==> config.mk <==
export PLATFORM = sky130hd
export DESIGN_NAME = vprio_csr
export DESIGN_NICKNAME = d
export VERILOG_FILES = /design/src/rtl/vprio_csr.sv
export SDC_FILE = /design/constraint.sdc
export NUM_CORES = 1
export LEC_CHECK = 0
export CORE_UTILIZATION = 54
export DETAILED_ROUTE_END_ITERATION = 8
export PLACE_DENSITY = 0.83
export SLEW_MARGIN = 20
export SYNTH_ARGS = -nofsm -noshare
export SYNTH_HDL_FRONTEND = slang
export SYNTH_SLANG_ARGS = --single-unit
==> constraint.sdc <==
create_clock -name clk -period 2.07 [get_ports clk]
set_input_delay 0.207 -clock clk [delete_from_list [all_inputs] [get_ports clk]]
set_output_delay 0.207 -clock clk [all_outputs]
set_load 0.02 [all_outputs]
==> src/rtl/vprio_csr.sv <==
module vprio_csr #(
  parameter int          XLEN         = 32,
  parameter int          NPRIO        = 64,
  parameter int          VTI_BIT      = 30,
  parameter logic [63:0] CTL_MASK     = 64'h0000_0000_4000_0FFF,
  parameter logic [31:0] RDZERO_MASK  = 32'h0000_0001,
  parameter logic [31:0] INVALID_MASK = 32'h0000_0200,
  parameter logic [11:0] A_CTL        = 12'h610,
  parameter logic [11:0] A_W1         = 12'h611,
  parameter logic [11:0] A_W1H        = 12'h612,
  parameter logic [11:0] A_W2         = 12'h613,
  parameter logic [11:0] A_W2H        = 12'h614,
  parameter logic [11:0] A_SIE        = 12'h120,
  parameter logic [11:0] A_SIP        = 12'h121
)(
  input  logic            clk,
  input  logic            rst_n,
  input  logic            feat_en,
  input  logic            hmode_ok,
  input  logic            virt_on,
  input  logic            req_valid,
  input  logic            req_we,
  input  logic [11:0]     req_addr,
  input  logic [XLEN-1:0] req_wdata,
  output logic [XLEN-1:0] rsp_rdata,
  output logic [1:0]      rsp_fault,
  output logic            rsp_hit
);
  localparam int         NB     = XLEN / 8;
  localparam int         IW     = $clog2(NPRIO);
  localparam logic [1:0] F_NONE = 2'd0;
  localparam logic [1:0] F_ILL  = 2'd1;
  localparam logic [1:0] F_VIRT = 2'd2;

  logic [XLEN-1:0] ctl_q;
  logic [7:0]      prio_q [NPRIO];

  logic            is_ctl, is_win, is_gate, upper, wr_ok;
  logic [1:0]      wsel;
  logic [4:0]      base;
  logic [NB-1:0][4:0] lidx;
  logic [NB-1:0]   lrz, linv;
  logic [XLEN-1:0] win_rd;

  assign is_ctl  = req_addr == A_CTL;
  assign is_gate = (req_addr == A_SIE) || (req_addr == A_SIP);

  always_comb begin
    is_win = 1'b1;
    wsel   = 2'd0;
    if      (req_addr == A_W1)  wsel = 2'd0;
    else if (req_addr == A_W1H) wsel = 2'd1;
    else if (req_addr == A_W2)  wsel = 2'd2;
    else if (req_addr == A_W2H) wsel = 2'd3;
    else                        is_win = 1'b0;
  end

  assign upper = wsel[0];
  assign base  = {1'b0, wsel, 2'b00};

  always_comb begin
    rsp_fault = F_NONE;
    if (req_valid) begin
      if (is_ctl || is_win) begin
        if (!feat_en)                          rsp_fault = F_ILL;
        else if (is_win && upper && XLEN != 32) rsp_fault = F_ILL;
        else if (!hmode_ok)                    rsp_fault = virt_on ? F_VIRT : F_ILL;
      end else if (is_gate && virt_on && ctl_q[VTI_BIT]) begin
        rsp_fault = F_VIRT;
      end
    end
  end

  for (genvar g = 0; g < NB; g++) begin : g_lane
    assign lidx[g] = base + 5'(g);
    assign lrz[g]  = RDZERO_MASK[lidx[g]];
    assign linv[g] = INVALID_MASK[lidx[g]];
    assign win_rd[8*g +: 8] = (lrz[g] || linv[g]) ? 8'h00 : prio_q[IW'(lidx[g])];
  end

  assign wr_ok   = req_valid && req_we && (rsp_fault == F_NONE);
  assign rsp_hit = req_valid && (is_ctl || is_win);

  always_comb begin
    rsp_rdata = '0;
    if (req_valid && rsp_fault == F_NONE) begin
      if (is_ctl)      rsp_rdata = ctl_q;
      else if (is_win) rsp_rdata = win_rd;
    end
  end

  always_ff @(posedge clk or negedge rst_n) begin
    if (!rst_n) begin
      ctl_q <= '0;
      for (int i = 0; i < NPRIO; i++) prio_q[i] <= 8'h00;
    end else if (wr_ok) begin
      if (is_ctl) ctl_q <= req_wdata & CTL_MASK[XLEN-1:0];
      if (is_win) begin
        for (int i = 0; i < NB; i++) begin
          if (!linv[i]) prio_q[IW'(lidx[i])] <= lrz[i] ? 8'h00 : req_wdata[8*i +: 8];
        end
      end
    end
  end
endmodule


After elaboration in Yosys (flattened, before gate mapping)
Memory sizes are Yosys's and may differ from the RTL's.
Index checks and enable logic that the tools add are counted.
{"block": "totals", "input_bits": 51, "rom_bits": 192, "out_inout_bits": 35, "mem_count": 6, "reg_bits": 525, "elab_cells": 185}
{"name": "(no name shown)", "depth": 32, "width": 1, "rd": 1, "rd_ports_with_merged_regs": 0, "wr": 0, "line_no": "77", "text": "assign linv[g] = INVALID_MASK[lidx[g]];"}
{"name": "(no name shown)", "depth": 32, "width": 1, "rd": 1, "rd_ports_with_merged_regs": 0, "wr": 0, "line_no": "76", "text": "assign lrz[g] = RDZERO_MASK[lidx[g]];"}
{"name": "(no name shown)", "depth": 32, "width": 1, "rd": 1, "rd_ports_with_merged_regs": 0, "wr": 0, "line_no": "77"}
{"name": "(no name shown)", "depth": 32, "width": 1, "rd": 1, "rd_ports_with_merged_regs": 0, "wr": 0, "line_no": "76"}
{"name": "(no name shown)", "depth": 32, "width": 1, "rd": 1, "rd_ports_with_merged_regs": 0, "wr": 0, "line_no": "77"}
{"name": "(no name shown)", "depth": 32, "width": 1, "rd": 1, "rd_ports_with_merged_regs": 0, "wr": 0, "line_no": "76"}
{"block": "op_classes", "n_mux": 69, "n_eq_ne": 7, "add_sub_neg": 3, "n_reduce_logical": 19, "n_bitwise": 4, "order_cmp": 12}
{"cell": "512-bit two-way mux", "count": 10}
{"cell": "512-bit bitwise mux", "count": 4}
{"cell": "8-bit binary-select mux with 6-bit select", "count": 4}
{"cell": "8-bit demux with 6-bit select", "count": 4}
{"cell": "8-bit two-way mux", "count": 20}
{"cell": "32-bit two-way mux", "count": 3}
{"cell": "12-bit by 11-bit equality test with 1-bit output (second input constant)", "count": 5}
{"cell": "7-bit >= comparator (second input constant)", "count": 4}
{"cell": "7-bit by 1-bit less-than comparator with 1-bit output (second input constant)", "count": 4}
{"cell": "12-bit by 9-bit equality test with 1-bit output (second input constant)", "count": 2}
{"cell": "5-bit inverter with 7-bit output", "count": 3}
{"cell": "2-bit two-way mux", "count": 10}
{"cell": "5-bit by 6-bit less-than comparator with 1-bit output (second input constant)", "count": 3}
{"cell": "1-bit two-way mux", "count": 12}
{"cell": "4-bit by 2-bit adder with 5-bit output (second input constant)", "count": 2}
{"cell": "1-bit logical AND", "count": 10}
{"cell": "4-bit inverter with 7-bit output", "count": 1}
{"cell": "1-bit logical OR", "count": 6}
{"cell": "4-bit by 6-bit less-than comparator with 1-bit output (second input constant)", "count": 1}
{"cell": "4-bit by 1-bit adder with 5-bit output (second input constant)", "count": 1}
{"cell": "1-bit binary-select mux with 2-bit select", "count": 2}
{"cell": "2-bit AND reduction", "count": 2}
{"cell": "2-bit logical NOT", "count": 1}

Depth between registers and ports, before layout
Gate-level depths: netlist of run 1.
{"block": "depth", "depth_word": 24, "ltp_mapped": 7, "depth_no_buf": 4}

Least setup slack after synthesis of run 1
OpenSTA, ideal clock, no wires.
{"block": "synth_timing", "path_type": "in2out", "from": "input port req_addr[3]", "to": "output port rsp_rdata[12]", "setup_slack_ns": -0.163, "n_path_buf": 1, "path_stages": 5, "arrival_ns": 2.026, "required_time_ns": 1.863, "path_cell_list": "buf_2 -> or4b_1 -> nor3_2 -> a22oi_1 -> a211oi_1"}
{"block": "synth_via", "elab_chain_len": 14, "word_cells_on_any_way": 38, "classes_between": "add/sub (1); eq/ne (7); mux (20); bitwise (1); reduce/logical (7); memory (2)"}
{"element": "from (decl)", "line_no": "23", "text": "input logic [11:0] req_addr,"}
{"element": "12-bit by 11-bit equality test with 1-bit output", "line_no": "54", "text": "else if (req_addr == A_W2H) wsel = 2'd3;"}
{"element": "2-bit two-way mux", "line_no": "54"}
{"element": "2-bit two-way mux", "line_no": "53", "text": "else if (req_addr == A_W2) wsel = 2'd2;"}
{"element": "2-bit two-way mux", "line_no": "52", "text": "else if (req_addr == A_W1H) wsel = 2'd1;"}
{"element": "2-bit two-way mux", "line_no": "51", "text": "if (req_addr == A_W1) wsel = 2'd0;"}
{"element": "4-bit by 1-bit adder with 5-bit output", "line_no": "75", "text": "assign lidx[g] = base + 5'(g);"}
{"element": "5-bit inverter with 7-bit output (implied by the code)", "line_no": "78", "text": "assign win_rd[8*g +: 8] = (lrz[g] || linv[g]) ? 8'h00 : prio_q[IW'(lidx[g])];"}
{"element": "8-bit binary-select mux with 6-bit select", "line_no": "78"}
{"element": "8-bit two-way mux (implied by the code) (2 in a row)", "line_no": "78"}
{"element": "8-bit two-way mux", "line_no": "78"}
{"element": "32-bit two-way mux", "line_no": "88", "text": "else if (is_win) rsp_rdata = win_rd;"}
{"element": "32-bit two-way mux", "line_no": "87", "text": "if (is_ctl) rsp_rdata = ctl_q;"}
{"element": "32-bit two-way mux (*)", "line_no": "86", "text": "if (req_valid && rsp_fault == F_NONE) begin"}
{"element": "to (decl)", "line_no": "25", "text": "output logic [XLEN-1:0] rsp_rdata,"}
Mark *: on every way between the ends. The rest lies on a longest branch, timed or not. The select of a mux whose other input is x is not followed.

Worst setup path after layout of run 1
{"block": "layout_timing", "from": "input port req_addr[7]", "to": "output port rsp_rdata[30]"}
{"block": "layout_via", "elab_chain_len": 14, "word_cells_on_any_way": 38, "classes_between": "add/sub (1); eq/ne (7); mux (20); bitwise (1); reduce/logical (7); memory (2)"}
{"element": "12-bit by 11-bit equality test with 1-bit output", "line_no": "54"}
{"element": "2-bit two-way mux", "line_no": "54"}
{"element": "2-bit two-way mux", "line_no": "53"}
{"element": "2-bit two-way mux", "line_no": "52"}
{"element": "2-bit two-way mux", "line_no": "51"}
{"element": "4-bit by 2-bit adder with 5-bit output", "line_no": "75"}
{"element": "5-bit inverter with 7-bit output (implied by the code)", "line_no": "78"}
{"element": "8-bit binary-select mux with 6-bit select", "line_no": "78"}
{"element": "8-bit two-way mux (implied by the code) (2 in a row)", "line_no": "78"}
{"element": "8-bit two-way mux", "line_no": "78"}
{"element": "32-bit two-way mux", "line_no": "88"}
{"element": "32-bit two-way mux", "line_no": "87"}
{"element": "32-bit two-way mux (*)", "line_no": "86"}
Marks and branches as above.

==> key figures, run 1 <==
Worst setup path
  • Crit-path most repeated cell: buf_12
  • Worst endpoint required time: 1.86 ns
  • Slowest-stage cell, CP: or4_4
  • Max stage delay on crit path: 0.58 ns
  • Crit start category: input port
  • CP endpoint kind: primary output
  • Family with the most delay on the worst path: simple AND/OR/NAND/NOR gates
  • Critical Path, Cell by Cell: buf_8 -> or4_4 -> buf_12 -> nor3b_4 -> buf_12 -> nand2_1 -> a311oi_2 -> buf_4
  • Crit path launch: req_addr[7]
  • Critical path type: in -> out
  • Reg2reg start: ctl_q[30]
  • CP arrival: 2.08 ns
  • Crit Path Max Fanout: 3
  • Crit path buffers/inverters: 4

Routing
  • Via count: 5,177
  • Routed WL per cell: 27.88 µm
  • Final antenna-violating net count: 0
  • Vias per cell: 6.706
  • First-pass DRT Iterations: 6
  • Drt drc: 0
  • Starting DRT DRC Count: 497
  • Final WL: 21,520 µm

Global routing
  • Vias in the first global route: 5,655
  • GR Util All Layers: 37.28%
  • First-pass GRT wire length: 31,390 µm
  • Initial antenna violation count: 0
  • Total congestion overflow: 0
  • Largest net degree at the start of global routing: 56

Logic synthesis
  • Top cells by area, synth: dfrtp_1 (51%), mux2_2 (17%), mux2_4 (7.4%)
  • Yosys top cell area share: 51.37%
  • Post-synthesis cell area: 6090 µm²
  • Post-synthesis cell count: 462
  • Syn. warnings: 0
  • Register area share after synthesis: 51.37%
  • Register bit total from synthesis: 125
  • Post-synth cell types: 53
  • Post-synth EDFFs: 0
  • Top FF cell, synth: dfrtp_1
  • Area leader, netlist: dfrtp_1
  • Most frequent cells after synthesis: dfrtp_1 (125), mux2_2 (93), a22oi_1 (35)
  • Synth async-reset ratio: 100.0%
  • Syn_nets: 513
  • Synth Area per Inst: 13.18 µm²
  • Most numerous cell in the Yosys netlist: dfrtp_1

Timing
  • Worst clock skew: 0 ns
  • Final min period: 2.288 ns
  • Slew @ Worst Pin: 0.6520 ns
  • Achievable frequency: 437.1 MHz
  • Final period util: 110.5%
  • Max Slew Vio Count: 0
  • Final hold viol count: 0
  • RSZ-0062 raised after global routing: yes
  • Worst setup margin: -0.2178 ns
  • Setup Viol. Count Final: 28
  • Slew margin rel.: 56.13%
  • Setup TNS Final: -1.888 ns

Final layout
  • Syn-to-layout area delta: 47.17%
  • Post-route cell area: 8962 µm²
  • # diodes: 0
  • Fill cell count: 531
  • Share of layout cells above drive strength 1: 58.07%
  • NumNets Final: 670

Power and ir drop
  • Sw power: 1.371 mW
  • Max rail drop VDD: 0.7201 mV
  • Sequential Power Share: 39.2%
  • Net Sw Frac: 21.92%
  • Pint: 4.882 mW
  • Comb power frac: 6.2%
  • Leakage power: 4.146 nW
  • Cell Pwr Density: 697.7 nW/µm²
  • Clk pwr share: 54.5%

Clocking
  • Clock root cell: clkbuf_16
  • Clock sinks: 125
  • Clk pin slew, worst setup/hold paths: 0.06 ns
  • H-tree levels: 4
  • Num CTS Buffers: 17
  • TritonCTS clock tree: yes
  • Clock latency at the later pin of the worst-skew pair: 0.42 ns
  • Clock buffer depth: 2

Floorplan
  • Top Ports: 86
  • Initial core utilization: 55.69%
  • Row count: 38
  • Die width: 108.2 µm
  • Die Footprint: 11,710 µm²
  • Placeable Area: 10,940 µm²
  • Die Y: 108.2 µm

Placed design
  • HPWL Detailed: 10,970 µm
  • GPL Wtd Cong: 0.8690
  • Port Buffers: 85
  • Placed cell area: 7760 µm²
  • DP Worst Slack: -1.018 ns

Hold path
  • Worst hold-check path type: in -> async

Run
  • Max-cap violations: 0

Status
  • Status: complete, but fails checks
  • Failing checks: setup timing
[cells by family after synthesis]
group           after synthesis  share of synthesized area [%]
compound gates               99                          11.90
xor+xnor                      1                         0.1439
buf+inv                      35                          2.958
flops                       125                          51.37
mux                         125                          24.96
simple gates                 77                          8.671
[worst register-to-register path, delay by kind of cell, from the launching register on]
kind                   cells  cell delay (ns)
multiplexers               1             0.29
flip-flops                 1             0.43
buffers and inverters      1             0.17
[power by group through the flow]
stage	clock [mW]	combinational (mW)	sequential [mW]
floorplan	0	0.0747	2.50
global placement	0	0.320	2.49
detailed placement	0	0.331	2.50
CTS	3.41	0.353	2.45
global route	3.55	0.408	2.45
finish	3.41	0.389	2.45
[final timing paths]
path                       cells after the start  slack (ns)            end
min                                            2        0.28       ctl_q[4]
min in group clk                               2        0.48    prio_q[470]
max in group asynchronous                      3        1.15    prio_q[488]
min reg2reg                                    1        0.51    prio_q[411]
max reg2reg                                    2        1.06      ctl_q[30]
max                                            8       -0.22  rsp_rdata[30]
[metrics by stage]
step	cells	util [%]	hold slack, ns	total power [mW]
finish	772	81.96	0.2750	6.253
global route	772	81.96	0.2985	6.406
CTS	764	79.76	0.2652	6.214
detailed placement	726	70.96	0.1729	2.826
global placement	726	70.96	0.1700	2.814
floorplan	462	-	-0.08859	2.570
[registers in the layout, summed over array words and instances (netlist names)]
| name | flops |
|---|---|
| ctl_q | 13 |
| prio_q | 112 |
[repair_timing]
item / in CTS / in global routing
setup buffers: 4 / 7
pin swaps: 23 / 23
hold buffers: 1 / 0
gates resized for setup: 284 / 38
setup endpoints to repair: 160 / 34
gates cloned: 2 / 1
endpoints found under the hold margin: 29 / 0
[cells in the final DEF (no fill, tap or decap), drive strengths merged, types with 2 or more instances in the layout]
cell type / n
dfrtp: 125
mux2: 125
buf: 124
clkdlybuf4s50: 37
a22oi: 35
clkbuf: 25
a21oi: 21
nand2: 12
nor2b: 9
a222oi: 8
nor4: 8
o2bb2ai: 8
o21ai: 6
and3: 6
and2: 5
nand4: 5
o211ai: 5
bufinv: 5
clkinv: 5
nor3: 5
nor3b: 5
inv: 4
a211oi: 4
a22o: 4
o2111ai: 3
or3: 3
nand3: 3
or4b: 2
nor2: 2
and4b: 2
or2: 2
clkdlybuf4s15: 2
or4: 2
a311oi: 2
[cell type report]
cell class	instances	area, µm²	area share (%)
clock inverters	11	186.4	2.080
inverters	4	15.01	0.1675
flip-flops and latches	125	3128	34.90
clock buffers	21	480.5	5.361
repair buffers	168	1650	18.41
well taps	140	175.2	1.954
multi-input cells	303	3327	37.12
[metal layers]
metal | wire length [µm] | share of wire [%] | GRT usage, % | vias up
li1 | - | - | - | 2089
met1 | 8307 | 39 | 43.34 | 2677
met2 | 10420 | 48 | 61.28 | 313
met3 | 1586 | 7.4 | 9.946 | 98
met4 | 1208 | 5.6 | 23.39 | 0
met5 | 0 | 0 | 0 | -
(Power assumes the default switching activity.)
==> run 2: changes to the inputs <==
Settings changed: REMOVE_ABC_BUFFERS set to 1.
==> key figures, run 2 (synthesis gave the netlist of run 1 again) <==
Floorplan
  • Initial core utilization: 55.69%
  • Die width: 108.2 µm
  • Die Y: 108.2 µm
  • Top Ports: 86
  • Row count: 38
  • Placeable Area: 10,940 µm²
  • Die Footprint: 11,710 µm²

Final layout
  • Largest regs: prio_q (112), ctl_q (13)
  • Post-route cell area: 8925 µm²
  • Most common cell after layout, fill and taps aside: dfrtp_1
  • NumNets Final: 682
  • Syn-to-layout area delta: 46.56%
  • Reg with most FFs: prio_q
  • Max reg flops: 112
  • Leading cell types in the layout, fill and taps excluded: dfrtp_1 (125), mux2_2 (93), buf_4 (77)
  • # diodes: 0
  • Share of layout cells above drive strength 1: 56.37%

Clocking
  • Num CTS Buffers: 17
  • H-tree levels: 4
  • Clock sinks: 125
  • Clock root cell: clkbuf_16
  • TritonCTS clock tree: yes
  • Clock latency at the later pin of the worst-skew pair: 0.41 ns
  • Clock buffer depth: 2
  • Clk pin slew, worst setup/hold paths: 0.06 ns

Timing
  • Final hold viol count: 0
  • Slew @ Worst Pin: 0.5981 ns
  • Achievable frequency: 451.1 MHz
  • Min Hold Slack: 0.3405 ns
  • RSZ-0062 raised after global routing: yes
  • Max Slew Vio Count: 0
  • Setup TNS Final: -0.8527 ns
  • Worst clock skew: 0 ns
  • Final period util: 107.1%
  • Final min period: 2.217 ns
  • Slew margin rel.: 60.13%
  • Setup Viol. Count Final: 18
  • Worst setup margin: -0.1468 ns

Global routing
  • GRT Max-Usage Layer: met2
  • GR Util met3: 6.631%
  • Largest net degree at the start of global routing: 51
  • Vias in the first global route: 5,351
  • Initial antenna violation count: 0
  • Total congestion overflow: 0
  • Grt met1 use: 44.04%
  • GR Util All Layers: 35.33%
  • First-pass GRT wire length: 30,340 µm
  • M2 GR Usage: 58.10%

Routing
  • Routed WL per cell: 27.20 µm
  • Vias per cell: 6.723
  • Drt drc: 0
  • First-pass DRT Iterations: 5
  • Final WL: 21,330 µm
  • Via count: 5,271
  • Final antenna-violating net count: 0
  • Starting DRT DRC Count: 505

Worst setup path
  • R2R Setup Slk: 1.06 ns
  • Worst endpoint required time: 1.86 ns
  • R2r worst-path depth: 2
  • CP endpoint kind: primary output
  • CP arrival: 2.01 ns
  • Worst r2r dst: ctl_q[30]
  • Reg2reg start: ctl_q[30]
  • Crit start category: flip-flop
  • Crit Path Max Fanout: 16
  • Critical path type: reg -> out

Placed design
  • HPWL Detailed: 10,660 µm
  • Port Buffers: 85
  • Placed cell area: 7699 µm²
  • GPL Wtd Cong: 0.8422

Power and ir drop
  • Cell Pwr Density: 670.9 nW/µm²
  • Max rail drop VDD: 0.6180 mV
  • Leakage power: 4.200 nW

Hold path
  • Worst hold-check path type: in -> async

Status
  • Status: complete, but fails checks
  • Failing checks: setup timing

Run
  • Max-cap violations: 0
-- run 2: worst max-delay path by stage --
stage                            from             to  slack, ns  cells after the start
after floorplan           req_addr[7]    prio_q[448]      -1.04                      4
after global placement    req_addr[7]  rsp_rdata[13]      -0.95                      7
after detailed placement  req_addr[7]   rsp_rdata[2]      -1.02                      6
after CTS                   ctl_q[30]  rsp_rdata[14]      -0.01                      6
after global routing        ctl_q[30]  rsp_rdata[14]      -0.19                      6
final                       ctl_q[30]  rsp_rdata[14]      -0.15                      6
-- run 2: critical path, cell delays in order (launching register included) --
cell and delay (ns):
dfrtp_1 0.42, and4b_1 0.21, nand4_1 0.11, o211ai_1 0.15, buf_12 0.20, a211oi_4 0.33
buf_6 0.17
-- run 2: cell type report --
cell class	count	area, µm²
fillers	525	2011
multi-input cells	302	3254
flip-flops and latches	125	3128
clock buffers	22	474.2
repair buffers	181	1740
well taps	140	175.2
inverters	4	15.01
clock inverters	10	137.6
-- run 2: repair_timing --
| action | in CTS | in global routing |
|---|---|---|
| hold buffers | 1 | 0 |
| hold endpoints to repair | 39 | 0 |
| cloned | 2 | 1 |
| gates resized for setup | 280 | 57 |
| setup endpoints to repair | 159 | 123 |
| pin swaps | 37 | 22 |
| setup buffers | 10 | 6 |
-- run 2: per-layer routing --
metal	part of all wire, %	vias up	routed length, µm
met2	49	382	10400
met5	0	-	0
met4	5.3	0	1134
met3	8.0	108	1713
li1	-	2110	-
met1	38	2671	8079
-- run 2: per-stage QoR --
step / power (mW) / instances / utilization [%] / setup WS, ns
2_1_floorplan: 2.552 / 431 / - / -1.045
3_3_place_gp: 2.823 / 732 / 70.40 / -0.9484
3_5_place_dp: 2.834 / 732 / 70.40 / -1.019
4_1_cts: 5.910 / 777 / 78.99 / -0.01249
5_1_grt: 6.133 / 784 / 81.61 / -0.1939
6_report: 5.988 / 784 / 81.61 / -0.1468
-- run 2: report_power, final --
part | total, mW | switching, mW | internal, mW | leakage (nW)
Clock | 3.13 | 1.14 | 1.99 | 0.296
Sequential | 2.45 | 0.00357 | 2.45 | 1.75
Combinational | 0.410 | 0.222 | 0.188 | 2.16
